[config.mk]
export PLATFORM = sky130hd
export DESIGN_NAME = msel_ctrl
export DESIGN_NICKNAME = d
export VERILOG_FILES = /design/src/rtl/msel_pkg.sv /design/src/rtl/msel_edge.sv /design/src/rtl/msel_decode.sv /design/src/rtl/msel_fsm.sv /design/src/rtl/msel_drive.sv /design/src/rtl/msel_ctrl.sv
export SDC_FILE = /design/constraint.sdc
export NUM_CORES = 1
export LEC_CHECK = 0
export ABC_CLOCK_PERIOD_IN_PS = 2100
export BUFFER_PORTS_ARGS = -buffer_cell sky130_fd_sc_hd__buf_2
export CAP_MARGIN = 40
export CORE_MARGIN = 3
export CORE_UTILIZATION = 41
export DETAILED_ROUTE_END_ITERATION = 8
export GPL_ROUTABILITY_DRIVEN = 0
export HOLD_SLACK_MARGIN = 0.05
export PLACE_DENSITY_LB_ADDON = 0.3
export SLEW_MARGIN = 20
export SYNTH_ARGS = -nofsm -noshare
export SYNTH_HDL_FRONTEND = slang
export SYNTH_SLANG_ARGS = --single-unit
[constraint.sdc]
create_clock -name clk -period 2.1 [get_ports clk]
set_input_delay 0.21 -clock clk [delete_from_list [all_inputs] [get_ports clk]]
set_output_delay 0.21 -clock clk [all_outputs]
set_load 0.02 [all_outputs]
[src/rtl/msel_pkg.sv]
package msel_pkg;

  typedef enum logic [2:0] {
    ST_IDLE = 3'd0,
    ST_HOLD = 3'd1,
    ST_ADDR = 3'd2,
    ST_STRB = 3'd3,
    ST_REL  = 3'd4
  } msel_state_e;

endpackage

[src/rtl/msel_edge.sv]
module msel_edge #(
  parameter int W = 2
) (
  input  logic         clk,
  input  logic         rst_n,
  input  logic [W-1:0] lvl,
  output logic [W-1:0] rise,
  output logic [W-1:0] fall
);

  logic [W-1:0] lvl_q;

  for (genvar i = 0; i < W; i++) begin : g_bit
    always_ff @(posedge clk or negedge rst_n) begin
      if (!rst_n) lvl_q[i] <= 1'b0;
      else        lvl_q[i] <= lvl[i];
    end
    assign rise[i] = lvl[i] & ~lvl_q[i];
    assign fall[i] = ~lvl[i] & lvl_q[i];
  end

endmodule

[src/rtl/msel_decode.sv]
module msel_decode #(
  parameter int          ADDR_W    = 8,
  parameter int          DATA_W    = 8,
  parameter int          SEL_W     = 4,
  parameter logic [ADDR_W-1:0] PORT_ADDR = 8'hF0
) (
  input  logic              stat_out,
  input  logic              sync_in,
  input  logic              stat_valid,
  input  logic [ADDR_W-1:0] bus_addr,
  input  logic [DATA_W-1:0] wr_data,
  input  logic [SEL_W-1:0]  cur_sel,
  output logic              wr_hit,
  output logic [SEL_W-1:0]  wr_sel,
  output logic [DATA_W-1:0] rd_data
);

  localparam int PAD_W = DATA_W - SEL_W;

  logic port_match;

  assign port_match = (bus_addr == PORT_ADDR);
  assign wr_hit     = stat_out & sync_in & stat_valid & port_match;
  assign wr_sel     = wr_data[SEL_W-1:0];
  assign rd_data    = {{PAD_W{1'b0}}, cur_sel};

endmodule

[src/rtl/msel_fsm.sv]
module msel_fsm
  import msel_pkg::*;
#(
  parameter int SEL_W = 4,
  parameter logic [SEL_W-1:0] BOOT_SEL = '0
) (
  input  logic             clk,
  input  logic             rst_n,
  input  logic             wr_hit,
  input  logic [SEL_W-1:0] wr_sel,
  input  logic             ack_rise,
  input  logic             bclk_rise,
  input  logic             bclk_fall,
  output msel_state_e      state,
  output logic [SEL_W-1:0] pend_sel,
  output logic [SEL_W-1:0] cur_sel,
  output logic             busy
);

  msel_state_e      state_q, state_d;
  logic             ack_seen_q, ack_seen_d;
  logic [SEL_W-1:0] pend_q, cur_q;
  logic             pend_en, cur_en;

  always_comb begin
    state_d    = state_q;
    ack_seen_d = 1'b0;
    unique case (state_q)
      ST_IDLE: if (wr_hit) state_d = ST_HOLD;
      ST_HOLD: begin
        ack_seen_d = ack_seen_q | ack_rise;
        if (ack_seen_q && bclk_fall) state_d = ST_ADDR;
      end
      ST_ADDR: if (bclk_rise) state_d = ST_STRB;
      ST_STRB: if (bclk_fall) state_d = ST_REL;
      ST_REL:  state_d = ST_IDLE;
      default: state_d = ST_IDLE;
    endcase
  end

  assign pend_en = (state_q == ST_IDLE) && wr_hit;
  assign cur_en  = (state_q == ST_ADDR) && bclk_rise;

  always_ff @(posedge clk or negedge rst_n) begin
    if (!rst_n) begin
      state_q    <= ST_IDLE;
      ack_seen_q <= 1'b0;
    end else begin
      state_q    <= state_d;
      ack_seen_q <= ack_seen_d;
    end
  end

  always_ff @(posedge clk or negedge rst_n) begin
    if (!rst_n)       pend_q <= '0;
    else if (pend_en) pend_q <= wr_sel;
  end

  always_ff @(posedge clk or negedge rst_n) begin
    if (!rst_n)      cur_q <= BOOT_SEL;
    else if (cur_en) cur_q <= pend_q;
  end

  assign state    = state_q;
  assign pend_sel = pend_q;
  assign cur_sel  = cur_q;
  assign busy     = (state_q != ST_IDLE);


  busy_ignore_chk: assert property (@(posedge clk) disable iff (!rst_n)
    (busy && wr_hit) |=> $stable(pend_q));


  addr_after_ack_chk: assert property (@(posedge clk) disable iff (!rst_n)
    (state_q == ST_ADDR && $past(state_q) == ST_HOLD) |-> $past(bclk_fall));

endmodule

[src/rtl/msel_drive.sv]
module msel_drive
  import msel_pkg::*;
#(
  parameter int SEL_W = 4
) (
  input  msel_state_e      state,
  input  logic [SEL_W-1:0] pend_sel,
  output logic             hold_oe,
  output logic             hold_lvl,
  output logic [SEL_W-1:0] arb_oe,
  output logic [SEL_W-1:0] arb_lvl,
  output logic             sync_oe,
  output logic             sync_lvl,
  output logic             sel_oe,
  output logic             sel_lvl
);

  logic claim, bcast, strobe;

  assign claim  = (state == ST_HOLD) || (state == ST_ADDR) || (state == ST_STRB);
  assign bcast  = (state == ST_ADDR) || (state == ST_STRB);
  assign strobe = (state == ST_STRB);

  for (genvar i = 0; i < SEL_W; i++) begin : g_arb
    assign arb_oe[i]  = claim;
    assign arb_lvl[i] = bcast & ~pend_sel[i];
  end

  assign hold_oe  = claim;
  assign hold_lvl = 1'b0;
  assign sync_oe  = bcast;
  assign sync_lvl = 1'b0;
  assign sel_oe   = strobe;
  assign sel_lvl  = strobe;

endmodule

[src/rtl/msel_ctrl.sv]
module msel_ctrl
  import msel_pkg::*;
#(
  parameter int          ADDR_W    = 8,
  parameter int          DATA_W    = 8,
  parameter int          SEL_W     = 4,
  parameter logic [7:0]  PORT_ADDR = 8'hF0,
  parameter logic [3:0]  BOOT_SEL  = 4'h0
) (
  input  logic              clk,
  input  logic              rst_n,
  input  logic              bus_clk,
  input  logic              hold_ack,
  input  logic              stat_out,
  input  logic              sync_in,
  input  logic              stat_valid,
  input  logic [ADDR_W-1:0] bus_addr,
  input  logic [DATA_W-1:0] wr_data,
  output logic [DATA_W-1:0] rd_data,
  output logic              busy,
  output logic              hold_oe,
  output logic              hold_lvl,
  output logic [SEL_W-1:0]  arb_oe,
  output logic [SEL_W-1:0]  arb_lvl,
  output logic              sync_oe,
  output logic              sync_lvl,
  output logic              sel_oe,
  output logic              sel_lvl
);

  localparam int EDGE_W = 2;
  localparam int E_BCLK = 0;
  localparam int E_ACK  = 1;

  logic [EDGE_W-1:0] e_rise, e_fall;
  logic              wr_hit;
  logic [SEL_W-1:0]  wr_sel, pend_sel, cur_sel;
  msel_state_e       state;

  msel_edge #(.W(EDGE_W)) u_edge (
    .clk   (clk),
    .rst_n (rst_n),
    .lvl   ({hold_ack, bus_clk}),
    .rise  (e_rise),
    .fall  (e_fall)
  );

  msel_decode #(
    .ADDR_W    (ADDR_W),
    .DATA_W    (DATA_W),
    .SEL_W     (SEL_W),
    .PORT_ADDR (PORT_ADDR[ADDR_W-1:0])
  ) u_dec (
    .stat_out   (stat_out),
    .sync_in    (sync_in),
    .stat_valid (stat_valid),
    .bus_addr   (bus_addr),
    .wr_data    (wr_data),
    .cur_sel    (cur_sel),
    .wr_hit     (wr_hit),
    .wr_sel     (wr_sel),
    .rd_data    (rd_data)
  );

  msel_fsm #(
    .SEL_W    (SEL_W),
    .BOOT_SEL (BOOT_SEL[SEL_W-1:0])
  ) u_fsm (
    .clk       (clk),
    .rst_n     (rst_n),
    .wr_hit    (wr_hit),
    .wr_sel    (wr_sel),
    .ack_rise  (e_rise[E_ACK]),
    .bclk_rise (e_rise[E_BCLK]),
    .bclk_fall (e_fall[E_BCLK]),
    .state     (state),
    .pend_sel  (pend_sel),
    .cur_sel   (cur_sel),
    .busy      (busy)
  );

  msel_drive #(.SEL_W(SEL_W)) u_drv (
    .state    (state),
    .pend_sel (pend_sel),
    .hold_oe  (hold_oe),
    .hold_lvl (hold_lvl),
    .arb_oe   (arb_oe),
    .arb_lvl  (arb_lvl),
    .sync_oe  (sync_oe),
    .sync_lvl (sync_lvl),
    .sel_oe   (sel_oe),
    .sel_lvl  (sel_lvl)
  );


  accept_chk: assert property (@(posedge clk) disable iff (!rst_n)
    (!busy && stat_out && sync_in && stat_valid && bus_addr == PORT_ADDR[ADDR_W-1:0])
      |=> (busy && hold_oe && arb_oe == '1 && arb_lvl == '0));


  rd_change_chk: assert property (@(posedge clk) disable iff (!rst_n)
    (rd_data != $past(rd_data)) |-> $rose(sel_oe));


  strobe_order_chk: assert property (@(posedge clk) disable iff (!rst_n)
    $rose(sel_oe) |-> ($past(sync_oe) && $past(bus_clk) && !$past(e_rise[E_BCLK]) == 1'b0));


  release_chk: assert property (@(posedge clk) disable iff (!rst_n)
    $fell(hold_oe) |-> (busy && !sel_oe && !sync_oe && arb_oe == '0 && $past(sel_oe)));


  one_phase_chk: assert property (@(posedge clk) disable iff (!rst_n)
    $onehot0({sel_oe && !sync_oe, !hold_oe && sync_oe, !hold_oe && sel_oe}) &&
    !(sel_oe && !sync_oe) && !(sync_oe && !hold_oe));

endmodule

; After elaboration in Yosys (flattened, before gate mapping)
; Cells that the tools add are included.
[word_totals]
in_bits = 23
out_inout_bits = 23
wordCells = 47
register_bits = 14
[op_classes]
reduce_logical = 9
n_eq_ne = 8
mux = 6
n_bitwise = 18
[op_table]
columns = cell, n
row1 = $mux W3, 4
row2 = $pmux W3 S4, 1
row3 = $and A1 B1 Y1, 10
row4 = $eq A8 B8 Y1 const B, 1
row5 = $not A1 Y1, 7
row6 = $eq A3 B2 Y1 const B, 2
row7 = $ne A2 B1 Y1 const B, 2
row8 = $ne A2 B2 Y1 const B, 2
row9 = $reduce_and A4 Y1, 1
row10 = $eq A3 B1 Y1 const B, 1
row11 = $logic_and A1 B1 Y1, 3
row12 = $logic_not A3 Y1, 1
row13 = $logic_or A1 B1 Y1, 3
row14 = $reduce_bool A3 Y1, 1
row15 = $mux W1, 1
row16 = $or A1 B1 Y1, 1

; Longest topological paths before layout
[depth]
depth_word = 5
mapped_depth = 5
depth_no_buf = 4

; Hierarchy
; From an unflattened synthesis, not the netlist that was laid out.
[unflattened]
cells_unflattened = 72
hier_area_um2 = 852.1
[by_module_without_submodules]
columns = module, area_each_um2, n_inst, seq_area_each_um2, cells_per_inst
row1 = msel_fsm, 524.3, 1, 300.3, 34
row2 = msel_decode, 131.4, 1, 0.0, 17
row3 = msel_drive, 111.4, 1, 0.0, 15
row4 = msel_edge, 85.1, 1, 50.0, 6

; Least setup slack after synthesis
; OpenSTA, ideal clock, no wires.
[synth_path]
path_kind = reg-to-reg
startpoint = reg u_fsm.state_q[1] (netlist: u_fsm.state[1])
endpoint = reg u_fsm.pend_q[0] (netlist: u_fsm.pend_sel[0])
synth_period_minus_slack_ps = 1774
path_buffers = 1
setup_time_ps = 125
stages_incl_launch_ff = 5
setup_slack_ps = 326
required_ps = 1975
arrival_time_ps = 1649
path_cell_list = dfrtp_1 -> or3_4 -> or3_4 -> buf_6 -> mux2_4
[synth_between]
elab_chain_len = 2
[synth_rtl]
columns = element, line_no
row1 = start: declaration, msel_fsm.sv:20  ; msel_state_e state_q, state_d;
row2 = start signal: assignment, msel_fsm.sv:49  ; state_q <= state_d;
row3 = $logic_not A3 Y1, msel_fsm.sv:41  ; assign pend_en = (state_q == ST_IDLE) && wr_hit;
row4 = $logic_and A1 B1 Y1, msel_fsm.sv:41
row5 = end signal: assignment, msel_fsm.sv:56  ; else if (pend_en) pend_q <= wr_sel;
row6 = end: declaration, msel_fsm.sv:22  ; logic [SEL_W-1:0] pend_q, cur_q;
; No other way between the ends.
; A chain may end at the register's enable or synchronous reset.

; Worst setup path after layout
[layout_path]
startpoint = reg u_fsm.state_q[1] (netlist: u_fsm.state[1])
endpoint = reg u_fsm.pend_q[2] (netlist: u_fsm.pend_sel[2])
; Same word-level chain as after synthesis.

==> results.json <==
{
  "setup-tns-final_ns": 0,
  "area_growth_pct": 23.0,
  "min_path_type": "in -> reg",
  "grt_pass1_vias": 564,
  "cp.buffers_inverters": 0,
  "port_buffers": 35,
  "path_depth": 3,
  "grt_max_degree": 15,
  "cts_made_buffers": 3,
  "first_iter_violations": 1,
  "synth_cells": 65,
  "worstReg2RegStart": "u_fsm.state[1]",
  "antenna_found_initial": 0,
  "fp.dieH_um": 48.4,
  "cts_buffer_depth": 2,
  "worstPathArrival_ns": 1.89,
  "core_area_mm2": 0.00159,
  "critPathKind": "reg -> reg",
  "post-cts-setup-buffers": 0,
  "ys_ff_latch": 14,
  "skew_ns": 0.00304,
  "power_density_mw_per_mm2": 940,
  "rsz0062_at_grt": "no",
  "chipWidth_um": 48.4,
  "cp_top_family": "simple AND/OR/NAND/NOR gates",
  "synth_top_area_cell": "dfrtp_1",
  "drive_above_1_share_pct": 50.5,
  "start_util_pct": 46.2,
  "rr_endpoint": "u_fsm.pend_sel[2]",
  "finalCritPeriodShare_pct": 82.1,
  "worst_setup_path_end_kind": "flop",
  "htreeDepth": 1,
  "drc": 0,
  "p_leak_nw": 0.516,
  "holdPathStages": 1,
  "cp.required_ns": 2.26,
  "cp-start-kind": "flop",
  "hpwl_um": 1140,
  "slew_violations": 0,
  "synth_area_per_cell_um2": 11.3,
  "nets": 122,
  "ant_nets": 0,
  "clk_latency_ns": 0.27,
  "peakVddDrop_mv": 0.489,
  "synth_cell_types": 21,
  "crit_top_cell": "or3_4",
  "cts.sinks": 14,
  "fmax_ghz": 0.580,
  "critPathMaxStageDelay_ns": 0.45,
  "drt-pass1-iter-count": 4,
  "rows": 14,
  "grt_usage_pct": 13.1,
  "synth_area_um2": 736,
  "finalSetupViolations": 0,
  "finalHoldViolations": 0,
  "vias": 552,
  "n_fill_cell": 162,
  "clk_pin_slew_ns": 0.08,
  "routed_via_density": 4.56,
  "routedWlPerCell_um": 11.7,
  "grt_overflow": 0,
  "regToRegSetupSlack_ns": 0.38,
  "synth_top_area_share_pct": 47.6,
  "synth_area_leaders": "dfrtp_1 (48%), buf_4 (11%), mux2_4 (8.2%)",
  "top_level_ports": 46,
  "finalCriticalPeriod_ns": 1.72,
  "grt_pass1_wl_um": 2330,
  "cts_tree": "yes",
  "worst_r2r_path_depth": 3,
  "p_total_uw": 850,
  "dieArea_mm2": 0.00234,
  "worstHoldStart": "bus_clk",
  "yosysWarnings": 0,
  "hold_end": "u_edge.lvl_q[0]",
  "status": "finished clean",
  "root_buffer": "clkbuf_4",
  "critPathMaxFanout": 7,
  "maxCapViolations": 0,
  "path_cells": "or3_4, or3_4, mux2_4",
  "drt_wl_total_um": 1420,
  "n_antenna_cell": 0,
  "cpMaxStageDelayCell": "or3_4",
  "seq_area_frac_synth_pct": 47.6
}
## metrics by stage
| step | std cells | utilization (%) | setup slack (ns) | hold WS [ns] | area (um^2) |
|---|---|---|---|---|---|
| after floorplan | 70 | - | 0.326 | -0.0856 | 754 |
| after global placement | 116 | 54.1 | 0.395 | 0.116 | 862 |
| after detailed placement | 116 | 54.1 | 0.386 | 0.120 | 862 |
| after CTS | 121 | 56.8 | 0.372 | 0.0760 | 905 |
| after global routing | 121 | 56.8 | 0.304 | 0.0756 | 905 |
| final | 121 | 56.8 | 0.376 | 0.0833 | 905 |
## power breakdown
group | switching [mW] | total [mW] | internal [mW]
Clock | 0.0785 | 0.145 | 0.0664
Combinational | 0.244 | 0.373 | 0.129
Sequential | 0.0361 | 0.332 | 0.296
Total | 0.358 | 0.850 | 0.492
## cell families (layout without fill, tap and decap cells)
group                  after synthesis  count (layout)  share of synthesized area (%)
muxes                                8               8                           14.3
buffers and inverters               17              44                           15.3
and+or+nand+nor                     18              18                           17.2
AOI/OAI and AO/OA                    7               7                           5.10
other                                1               6                          0.510
DFF                                 14              14                           47.6
## timing repair
action	CTS	global route
gates resized for setup	0	0
setup endpoints to repair	0	0
hold endpoints to repair	15	0
hold buffers	2	0
## cells in the mapped netlist
library cell / instances
nand3b_1: 1
buf_6: 1
mux2_2: 4
or3_4: 2
dfrtp_1: 14
buf_4: 11
nand4_1: 1
clkbuf_1: 1
o21ai_0: 3
a21oi_1: 3
nor3b_1: 1
inv_1: 4
mux2_4: 4
a22oi_1: 1
nand3_1: 1
nor4b_4: 1
or2b_1: 1
nor2_1: 8
nor4_1: 1
conb_1: 1
nor4bb_1: 1
## per-layer routing
layer / vias to the layer above / GRT usage (%) / share of wire (%)
met1: 251 / 12.7 / 38
met5: - / 0 / 0
met2: 31 / 23.9 / 50
met4: 0 / 7.11 / 1.9
li1: 268 / - / -
met3: 2 / 4.91 / 9.9
## layout by cell type, fill, tap and decap left out
| cell | synthesis | final |
|---|---|---|
| buf_2 | 0 | 35 |
| mux2_2 | 4 | 4 |
| mux2_4 | 4 | 4 |
| clkbuf_4 | 0 | 3 |
| nand3b_1 | 1 | 1 |
| dfrtp_1 | 14 | 14 |
| a21oi_1 | 3 | 3 |
| nand4_1 | 1 | 1 |
| nor4bb_1 | 1 | 1 |
| nor3b_1 | 1 | 1 |
| o21ai_0 | 3 | 3 |
| nand3_1 | 1 | 1 |
| or2b_1 | 1 | 1 |
| or3_4 | 2 | 2 |
| a22oi_1 | 1 | 1 |
| nor4b_4 | 1 | 1 |
| nor4_1 | 1 | 1 |
| dlygate4sd3_1 | 0 | 2 |
| conb_1 | 1 | 6 |
| nor2_1 | 8 | 8 |
| inv_1 | 4 | 4 |
## state kept, by name, summed over array words and instances (netlist names)
name,flops
u_fsm.ack_seen_q,1
u_fsm.pend_sel,4
u_edge.lvl_q,2
u_fsm.cur_sel,4
u_fsm.state,3
## worst max-delay path by stage
| stage | endpoint | start | slack [ns] |
|---|---|---|---|
| after detailed placement | u_fsm.pend_sel[1] | u_fsm.state[1] | 0.39 |
| after global placement | u_fsm.pend_sel[1] | u_fsm.state[0] | 0.40 |
| after floorplan | u_fsm.pend_sel[0] | u_fsm.state[1] | 0.33 |
| after global routing | u_fsm.cur_sel[0] | u_fsm.state[1] | 0.30 |
| after CTS | u_fsm.pend_sel[3] | u_fsm.state[1] | 0.37 |
| final | u_fsm.pend_sel[2] | u_fsm.state[1] | 0.38 |
## layout make-up
cell class,count,area (um^2),share of cell area (%)
tap,24,30.0,3.32
clock buffer,3,22.5,2.49
inverter,4,15.0,1.66
multi-input combinational,39,292,32.2
sequential,14,350,38.7
timing repair buffer,37,195,21.6
(Power assumes the default switching activity.)
